===== src/rtl/irq_cond_pkg.sv =====
package irq_cond_pkg;
  localparam int WORD_W   = 32;
  localparam int WSEL_W   = 3;
  localparam int BANK_W   = 3;
  localparam int ADDR_W   = BANK_W + WSEL_W;
  localparam int IDX_W    = 8;
  localparam int MAX_SRC  = (1 << WSEL_W) * WORD_W;

  typedef enum logic [BANK_W-1:0] {
    BANK_POL   = 3'd0,
    BANK_TRIG  = 3'd1,
    BANK_DUAL  = 3'd2,
    BANK_ESET  = 3'd3,
    BANK_ECLR  = 3'd4,
    BANK_EVIEW = 3'd5,
    BANK_PEND  = 3'd6,
    BANK_EDGE  = 3'd7
  } bank_e;

  typedef struct packed {
    logic              wrPol;
    logic              wrTrig;
    logic              wrDual;
    logic              wrSet;
    logic              wrClr;
    logic              edgeCmd;
    logic [WSEL_W-1:0] wordSel;
    bank_e             rdBank;
  } strobe_t;
endpackage


===== src/rtl/irq_cond_ctrl.sv =====
module irq_cond_ctrl
  import irq_cond_pkg::*;
(
  input  logic [ADDR_W-1:0] regAddr,
  input  logic              regWrEn,
  output strobe_t           stb
);
  bank_e bank;
  assign bank = bank_e'(regAddr[ADDR_W-1:WSEL_W]);

  always_comb begin
    stb         = '0;
    stb.wordSel = regAddr[WSEL_W-1:0];
    stb.rdBank  = bank;
    if (regWrEn) begin
      unique case (bank)
        BANK_POL:  stb.wrPol   = 1'b1;
        BANK_TRIG: stb.wrTrig  = 1'b1;
        BANK_DUAL: stb.wrDual  = 1'b1;
        BANK_ESET: stb.wrSet   = 1'b1;
        BANK_ECLR: stb.wrClr   = 1'b1;
        BANK_EDGE: stb.edgeCmd = 1'b1;
        default:   ;
      endcase
    end
  end
endmodule


===== src/rtl/irq_cond_datapath.sv =====
module irq_cond_datapath
  import irq_cond_pkg::*;
#(
  parameter int NUM_SRC = 32
) (
  input  logic               clk,
  input  logic               rstN,
  input  logic [NUM_SRC-1:0] irqIn,
  input  strobe_t            stb,
  input  logic [WORD_W-1:0]  wrData,
  output logic [WORD_W-1:0]  rdData,
  output logic [NUM_SRC-1:0] pendVec,
  output logic [NUM_SRC-1:0] enMask,
  output logic [NUM_SRC-1:0] reqOut
);
  localparam int NUM_WORDS = (NUM_SRC + WORD_W - 1) / WORD_W;
  localparam int PAD_W     = NUM_WORDS * WORD_W;

  logic [NUM_SRC-1:0] polQ, trigQ, dualQ, maskQ, latchQ;
  logic [NUM_SRC-1:0] polNext, trigNext, dualNext, maskNext, latchNext;
  logic [NUM_SRC-1:0] sync1Q, sync2Q, prevQ;
  logic [NUM_SRC-1:0] riseEv, fallEv, edgeEv, levelAct;

  // Two-flop synchronizer plus one history stage for edge detection
  always_ff @(posedge clk or negedge rstN) begin
    if (!rstN) begin
      sync1Q <= '0;
      sync2Q <= '0;
      prevQ  <= '0;
    end else begin
      sync1Q <= irqIn;
      sync2Q <= sync1Q;
      prevQ  <= sync2Q;
    end
  end

  assign riseEv   = sync2Q & ~prevQ;
  assign fallEv   = ~sync2Q & prevQ;
  assign edgeEv   = trigQ & ((dualQ & (riseEv | fallEv)) |
                             (~dualQ & polQ & riseEv) |
                             (~dualQ & ~polQ & fallEv));
  assign levelAct = ~(sync2Q ^ polQ);

  // Per-source next-state: word n/32, bit n%32
  for (genvar n = 0; n < NUM_SRC; n++) begin : g_src
    localparam int              BIT  = n % WORD_W;
    localparam logic [WSEL_W-1:0] WSEL = WSEL_W'(n / WORD_W);
    localparam logic [IDX_W-1:0]  IDX  = IDX_W'(n);
    logic hit, cmdHit;
    assign hit    = (stb.wordSel == WSEL);
    assign cmdHit = stb.edgeCmd && (wrData[IDX_W-1:0] == IDX);

    assign polNext[n]  = (stb.wrPol  && hit) ? wrData[BIT] : polQ[n];
    assign trigNext[n] = (stb.wrTrig && hit) ? wrData[BIT] : trigQ[n];
    assign dualNext[n] = (stb.wrDual && hit) ? wrData[BIT] : dualQ[n];
    assign maskNext[n] = (stb.wrSet && hit && wrData[BIT]) ? 1'b1 :
                         (stb.wrClr && hit && wrData[BIT]) ? 1'b0 : maskQ[n];
    // a hardware event beats a software clear in the same cycle
    assign latchNext[n] = edgeEv[n] ? 1'b1 :
                          cmdHit    ? wrData[WORD_W-1] : latchQ[n];
  end

  always_ff @(posedge clk or negedge rstN) begin
    if (!rstN) begin
      polQ   <= '0;
      trigQ  <= '0;
      dualQ  <= '0;
      maskQ  <= '0;
      latchQ <= '0;
    end else begin
      polQ   <= polNext;
      trigQ  <= trigNext;
      dualQ  <= dualNext;
      maskQ  <= maskNext;
      latchQ <= latchNext;
    end
  end

  assign pendVec = (trigQ & latchQ) | (~trigQ & levelAct);
  assign enMask  = maskQ;
  assign reqOut  = pendVec & maskQ;

  // Read-back mux
  logic [PAD_W-1:0] polPad, trigPad, dualPad, maskPad, pendPad, selPad;
  assign polPad  = PAD_W'(polQ);
  assign trigPad = PAD_W'(trigQ);
  assign dualPad = PAD_W'(dualQ);
  assign maskPad = PAD_W'(maskQ);
  assign pendPad = PAD_W'(pendVec);

  always_comb begin
    unique case (stb.rdBank)
      BANK_POL:   selPad = polPad;
      BANK_TRIG:  selPad = trigPad;
      BANK_DUAL:  selPad = dualPad;
      BANK_EVIEW: selPad = maskPad;
      BANK_PEND:  selPad = pendPad;
      default:    selPad = '0;
    endcase
  end

  always_comb begin
    rdData = '0;
    for (int w = 0; w < NUM_WORDS; w++) begin
      if (int'(stb.wordSel) == w) rdData = selPad[w*WORD_W +: WORD_W];
    end
  end
endmodule


===== src/rtl/irq_source_conditioner.sv =====
module irq_source_conditioner
  import irq_cond_pkg::*;
#(
  parameter int NUM_SRC = 32
) (
  input  logic               clk,
  input  logic               rstN,
  input  logic [NUM_SRC-1:0] irqIn,
  input  logic [5:0]         regAddr,
  input  logic               regWrEn,
  input  logic [31:0]        regWrData,
  output logic [31:0]        regRdData,
  output logic [NUM_SRC-1:0] reqOut
);
  strobe_t            stb;
  logic [NUM_SRC-1:0] pendVec;
  logic [NUM_SRC-1:0] enMask;

  irq_cond_ctrl u_ctrl (
    .regAddr (regAddr),
    .regWrEn (regWrEn),
    .stb     (stb)
  );

  irq_cond_datapath #(.NUM_SRC(NUM_SRC)) u_dp (
    .clk     (clk),
    .rstN    (rstN),
    .irqIn   (irqIn),
    .stb     (stb),
    .wrData  (regWrData),
    .rdData  (regRdData),
    .pendVec (pendVec),
    .enMask  (enMask),
    .reqOut  (reqOut)
  );
endmodule


===== config.mk =====
export PLATFORM = sky130hd
export DESIGN_NAME = irq_source_conditioner
export DESIGN_NICKNAME = d
export VERILOG_FILES = /design/src/rtl/irq_cond_pkg.sv /design/src/rtl/irq_cond_ctrl.sv /design/src/rtl/irq_cond_datapath.sv /design/src/rtl/irq_source_conditioner.sv
export SDC_FILE = /design/constraint.sdc
export NUM_CORES = 1
export LEC_CHECK = 0
export BUFFER_PORTS_ARGS = -buffer_cell sky130_fd_sc_hd__buf_4
export CORE_MARGIN = 1.5
export CORE_UTILIZATION = 55
export CTS_BUF_LIST = sky130_fd_sc_hd__clkbuf_2
export CTS_CLUSTER_DIAMETER = 120
export CTS_CLUSTER_SIZE = 24
export DETAILED_ROUTE_END_ITERATION = 8
export PLACE_DENSITY = 0.78
export SETUP_SLACK_MARGIN = 0.02
export SLEW_MARGIN = 20
export SYNTH_ARGS = -nofsm -noshare
export SYNTH_HDL_FRONTEND = slang
export SYNTH_SLANG_ARGS = --single-unit
export TNS_END_PERCENT = 10

===== constraint.sdc =====
create_clock -name clk -period 1.6 [get_ports clk]
set_input_delay 0.24 -clock clk [delete_from_list [all_inputs] [get_ports clk]]
set_output_delay 0.24 -clock clk [all_outputs]
set_load 0.02 [all_outputs]

### Word level (Yosys, flattened, before mapping)

Index checks and enable logic that the tools add are counted.

| storage, ports and cells | value |
|---|---|
| logic and storage cells | 436 |
| bits of input ports | 73 |
| register bits | 256 |

| cells by class | value |
|---|---|
| equality and inequality tests | 38 |
| bitwise operators | 22 |
| reduce and logical (&&, ||, !) cells | 169 |
| multiplexer cells | 137 |

Operators with widths:

| operator | count |
|---|---|
| $and A32 B32 Y32 | 11 |
| $not A32 Y32 | 6 |
| $pmux W32 S5 | 1 |
| $mux W1 | 134 |
| $eq A8 B5 Y1 const B | 16 |
| $or A32 B32 Y32 | 4 |
| $reduce_bool A2 Y1 | 64 |
| $logic_and A1 B1 Y1 | 101 |
| $eq A8 B4 Y1 const B | 8 |
| $eq A8 B3 Y1 const B | 4 |
| $mux W32 | 1 |
| $xor A32 B32 Y32 | 1 |
| $eq A8 B2 Y1 const B | 2 |
| $eq A3 B3 Y1 const B | 4 |
| $logic_not A3 Y1 | 3 |
| $eq A8 B1 Y1 const B | 1 |
| $logic_not A8 Y1 | 1 |
| $eq A3 B2 Y1 const B | 2 |
| $mux W6 | 1 |
| $eq A3 B1 Y1 const B | 1 |

### Depth between registers and ports, before layout

| depth | value |
|---|---|
| depth after elaboration | 8 |
| mapped depth | 7 |
| mapped depth without buffers | 5 |

### Hierarchy

Synthesis repeated with hierarchy kept, for this count alone.

| unflattened totals | value |
|---|---|
| cells, all modules | 1,136 |
| area total of the unflattened synthesis | 13,290.2 µm² |

Modules (own cells, without submodules):

| module | times used | cells each | area an instance (µm²) |
|---|---|---|---|
| irq_cond_datapath | 1 | 1,124 | 13,171.4 |
| irq_cond_ctrl | 1 | 12 | 118.9 |

### Worst setup path after synthesis

Ideal clock, no wire load.

| timing path | value |
|---|---|
| kind | input to output |
| from | input port regAddr[5] |
| to | output port regRdData[5] |
| required time | 1.360 ns |
| cell stages on the path | 6 |
| slack | -0.374 ns |
| arrival time | 1.734 ns |
| path through | buf_2 buf_2 buf_1 mux2i_1 o22a_1 a21oi_1 |

| between the ends | value |
|---|---|
| word-level cells in the longest chain between the ends | 3 |

Ends and longest elaborated chain:

| what | RTL line | text |
|---|---|---|
| from (decl) | irq_source_conditioner.sv:9 | `input logic [5:0] regAddr,` |
| $eq A3 B3 Y1 (tied with other cells) | irq_cond_datapath.sv:92 | `unique case (stb.rdBank)` |
| $pmux W32 S5 * | irq_cond_datapath.sv:92 |  |
| $mux W32 * | irq_cond_datapath.sv:105 | `if (int'(stb.wordSel) == w) rdData = selPad[w*WORD_W +: WORD_W];` |
| to (decl) | irq_source_conditioner.sv:12 | `output logic [31:0] regRdData,` |

Every way passes the cells marked *; elsewhere a longest branch is shown, timed or not.

### Worst setup path after layout

| timing path | value |
|---|---|
| from | register u_dp.polQ[31], in the netlist u_dp.polPad[31] |
| to | output port regRdData[31] |

| between the ends | value |
|---|---|
| word-level cells in the longest chain between the ends | 6 |

Ends and longest elaborated chain:

| what | RTL line | text |
|---|---|---|
| from (decl) | irq_cond_datapath.sv:19 | `logic [NUM_SRC-1:0] polQ, trigQ, dualQ, maskQ, latchQ;` |
| from (signal assigned) | irq_cond_datapath.sv:71 | `polQ <= polNext;` |
| $xor A32 B32 Y32 | irq_cond_datapath.sv:42 | `assign levelAct = ~(sync2Q ^ polQ);` |
| $not A32 Y32 | irq_cond_datapath.sv:42 |  |
| $and A32 B32 Y32 | irq_cond_datapath.sv:79 | `assign pendVec = (trigQ & latchQ) \| (~trigQ & levelAct);` |
| $or A32 B32 Y32 | irq_cond_datapath.sv:79 |  |
| $pmux W32 S5 * | irq_cond_datapath.sv:92 |  |
| $mux W32 * | irq_cond_datapath.sv:105 |  |

Marked as above.

==> results.md <==
* Status: finished with violations
* Failing checks: setup timing
* Reg2Reg Depth at 5
* CTS buffer count at 14
* CP Launch Type: register
* Largest net degree at the start of global routing at around 70
* Hold WC Path Type: input port to register
* FF/Latch Area at between 0.006 and 0.007 mm²
* Synth Instances at ~1,200
* Gr usage total at just under 30%
* Final net count at 1,572
* Power density over the cells at 715 mW/mm²
* Setup Viol. Count Final at 65
* Hold depth at 5
* Avg Vias per Cell at 6.08
* Final Max Slew Viols at 0
* Critical path required time at roughly 1400 ps
* Clk buf depth at 3
* Crit Path Max Fanout at 2
* Pleak at 8.20 nW
* Mean Syn Cell Area at between 10 and 15 µm²
* Hold path startpoint: regAddr[2]
* Layout cells sized above 1 at between 30% and 40%
* Syn_nets at between 1,000 and 1,500
* First-pass GRT wire length at roughly 60,000 µm
* Crit path DAT at roughly 2300 ps
* Initial antenna violation count at 2
* CTS tree: done
* Die Width at approximately 160 µm
* Multi-input gate area at 0.00684 mm²
* Worst slew pin tran at 522 ps
* Max Clk Rate at 401 MHz
* Initial Util at between 50% and 60%
* Port bufs at 136
* CTS Sinks at roughly 260
* Die footprint at between 0.02 and 0.03 mm²
* Critical path class: register to output port
* Max-Cap Viols at 0
* Yosys cell types at 40
* Total number of vias at about 11,000
* GP Congestion at 0.862
* Synthesized area at 0.0135 mm²
* Cells after DPL at roughly 1,600
* R2r endpoint: u_dp.latchQ[6]$_DFFE_PN0P_
* Main synth FF type: dfrtp_1
* Vias in the first global route at roughly 11,000
* Clk root buf: clkbuf_2
* Final Skew at approximately 69 ps
* RSZ-0062 raised after global routing: yes
* Non-filler cells, final at 1,762
* Most frequent cells in the layout: buf_4, dfrtp_1, dlygate4sd3_1
* Commonest non-fill, non-tap cell in the layout: buf_4
* Async SR Flop Fraction at between 90% and 100%
* Die height at roughly 160 µm
* Peak supply drop at ~0.8 mV
* Crit path capture type: output port
* Num rows at 57
* Syn-to-layout area delta at 29.1%
* Routed WL at approximately 38,000 µm
* Setup slack, reg-to-reg at -70 ps
* WHS Endpoint: u_dp.enMask[25]$_DFFE_PN0P_
* Fillcell total at 1,645
* Core Box Area at 0.0242 mm²
* Final Cycle Share at 156%
* Initial DRC count at a little under 900
* Launch point of the worst reg-to-reg path: u_dp.polPad[6]$_DFFE_PN0P_
* Sequential area share after synthesis at a little under half
* Final WS setup at -896 ps
* Boundary Pins at about 140
* Clk pin slew, worst setup/hold paths at between 400 and 500 ps
* EDFF count, synth at 0
* Final antenna-violating net count at 0
* Hold slack at between 40 and 50 ps
* Worst slew margin at roughly 65%
* Overflow after GRT at 0
* Setup TNS at -41,850 ps
* Final min period at around 2500 ps
* Flops & latches, synth at approximately 260
* Drt first pass iters at 7
* Latest clock arrival within the worst-skew pair at 900 ps
* DRC errors left at 0
* Final HPWL DP at between 20,000 and 25,000 µm
* # H-tree levels at 1
* Syn. warnings at 0
* Final Hold Vio Count at 0
* Post-DR wirelength/cell at roughly 21 µm
==> metrics by stage <==
stage	setup slack, ps	area (µm²)	total power, mW	utilization, %
2_1_floorplan	-299	13800	8.77	-
3_3_place_gp	-436	15700	9.63	65.1
3_5_place_dp	-471	15700	9.74	65.1
6_report	-896	17400	12.5	72.0
4_1_cts	-897	17200	12.3	71.1
5_1_grt	-999	17400	13.0	72.0
==> per-layer routing <==
layer	GRT usage (%)	up-vias	part of all wire, %
met5	0	-	0
met4	9.18	0	2.5
met3	3.70	75	6.3
met2	49.4	422	49
met1	39.8	5428	42
li1	-	4780	-
==> how the worst max path moves through the flow <==
stage / startpoint / end / slack, ps / cells after the start
2_1_floorplan: regAddr[1] / u_dp.polPad[10]$_DFFE_PN0P_ / -300 / 6
3_3_place_gp: regAddr[1] / u_dp.polPad[19]$_DFFE_PN0P_ / -440 / 5
3_5_place_dp: regAddr[1] / u_dp.polPad[9]$_DFFE_PN0P_ / -470 / 5
4_1_cts: u_dp.polPad[31]$_DFFE_PN0P_ / regRdData[31] / -900 / 4
5_1_grt: u_dp.polPad[31]$_DFFE_PN0P_ / regRdData[31] / -1000 / 4
6_report: u_dp.polPad[31]$_DFFE_PN0P_ / regRdData[31] / -900 / 4
==> worst max-delay path, stage by stage, from the launching register on <==
cell and delay [ps]:
dfrtp_1 500, xor2_1 180, or3b_4 390, a31oi_4 160
buf_6 140
==> cell families (layout without fill, tap and decap cells) <==
group / after synthesis / after routing / share of synthesized area, %
AO/OA/AOI/OAI: 320 / 320 / 17.4
flip-flops: 256 / 256 / 47.5
multiplexers: 191 / 191 / 17.0
buffers and inverters: 175 / 459 / 5.27
AND/OR/NAND/NOR: 114 / 114 / 4.79
adder cells (fa/ha/maj): 64 / 64 / 5.94
XOR/XNOR: 32 / 32 / 2.08
other: 0 / 2 / 0
==> cell type report <==
| class | count | area share (%) |
|---|---|---|
| flip-flops and latches | 256 | 37.2 |
| well taps | 324 | 2.33 |
| clock inverters | 1 | 0.0503 |
| diodes | 2 | 0.0287 |
| inverters | 99 | 2.13 |
| repair buffers | 343 | 18.5 |
| clock buffers | 16 | 0.460 |
| multi-input cells | 721 | 39.3 |
==> synth_stat cells, types with 2 or more instances <==
library cell | instances | area (µm²)
dfrtp_1 | 256 | 6410
inv_1 | 99 | 372
o211ai_1 | 92 | 691
mux2_2 | 68 | 766
ha_1 | 64 | 801
mux2i_1 | 64 | 641
a21oi_1 | 62 | 310
mux2_4 | 59 | 886
clkbuf_1 | 55 | 206
nand2_1 | 39 | 146
o31ai_1 | 36 | 270
nand2b_1 | 35 | 219
a31oi_1 | 33 | 206
o22a_1 | 31 | 272
xnor2_1 | 31 | 272
o211a_1 | 30 | 300
o41ai_1 | 28 | 245
or3_1 | 17 | 106
buf_1 | 8 | 30.0
buf_2 | 7 | 35.0
buf_6 | 6 | 67.6
or2_2 | 6 | 37.5
nand3_1 | 3 | 15.0
a41oi_1 | 2 | 17.5
and2_1 | 2 | 12.5
nand4_1 | 2 | 12.5
o21ai_0 | 2 | 10.0
or4_1 | 2 | 15.0
or4b_2 | 2 | 20.0
==> report_power, final <==
group          internal [mW]  switching, mW  total [mW]
Sequential              6.99          0.604        7.59
Clock                  0.272           2.00        2.27
Combinational           1.46           1.13        2.59
Total                   8.72           3.73        12.5
==> registers in the layout, summed over array words and instances, names as in the netlist <==
name          cells
u_dp.trigPad     32
u_dp.enMask      32
u_dp.prevQ       32
u_dp.latchQ      32
u_dp.polPad      32
u_dp.sync1Q      32
u_dp.sync2Q      32
u_dp.dualPad     32
==> repair_timing <==
item	CTS	global route
cloned	0	0
buffers inserted	17	4
pin swaps	28	12
hold buffers	101	0
setup endpoints to repair	64	68
gates resized for setup	49	71
endpoints found under the hold margin	448	0
(Power assumes the default switching activity.)
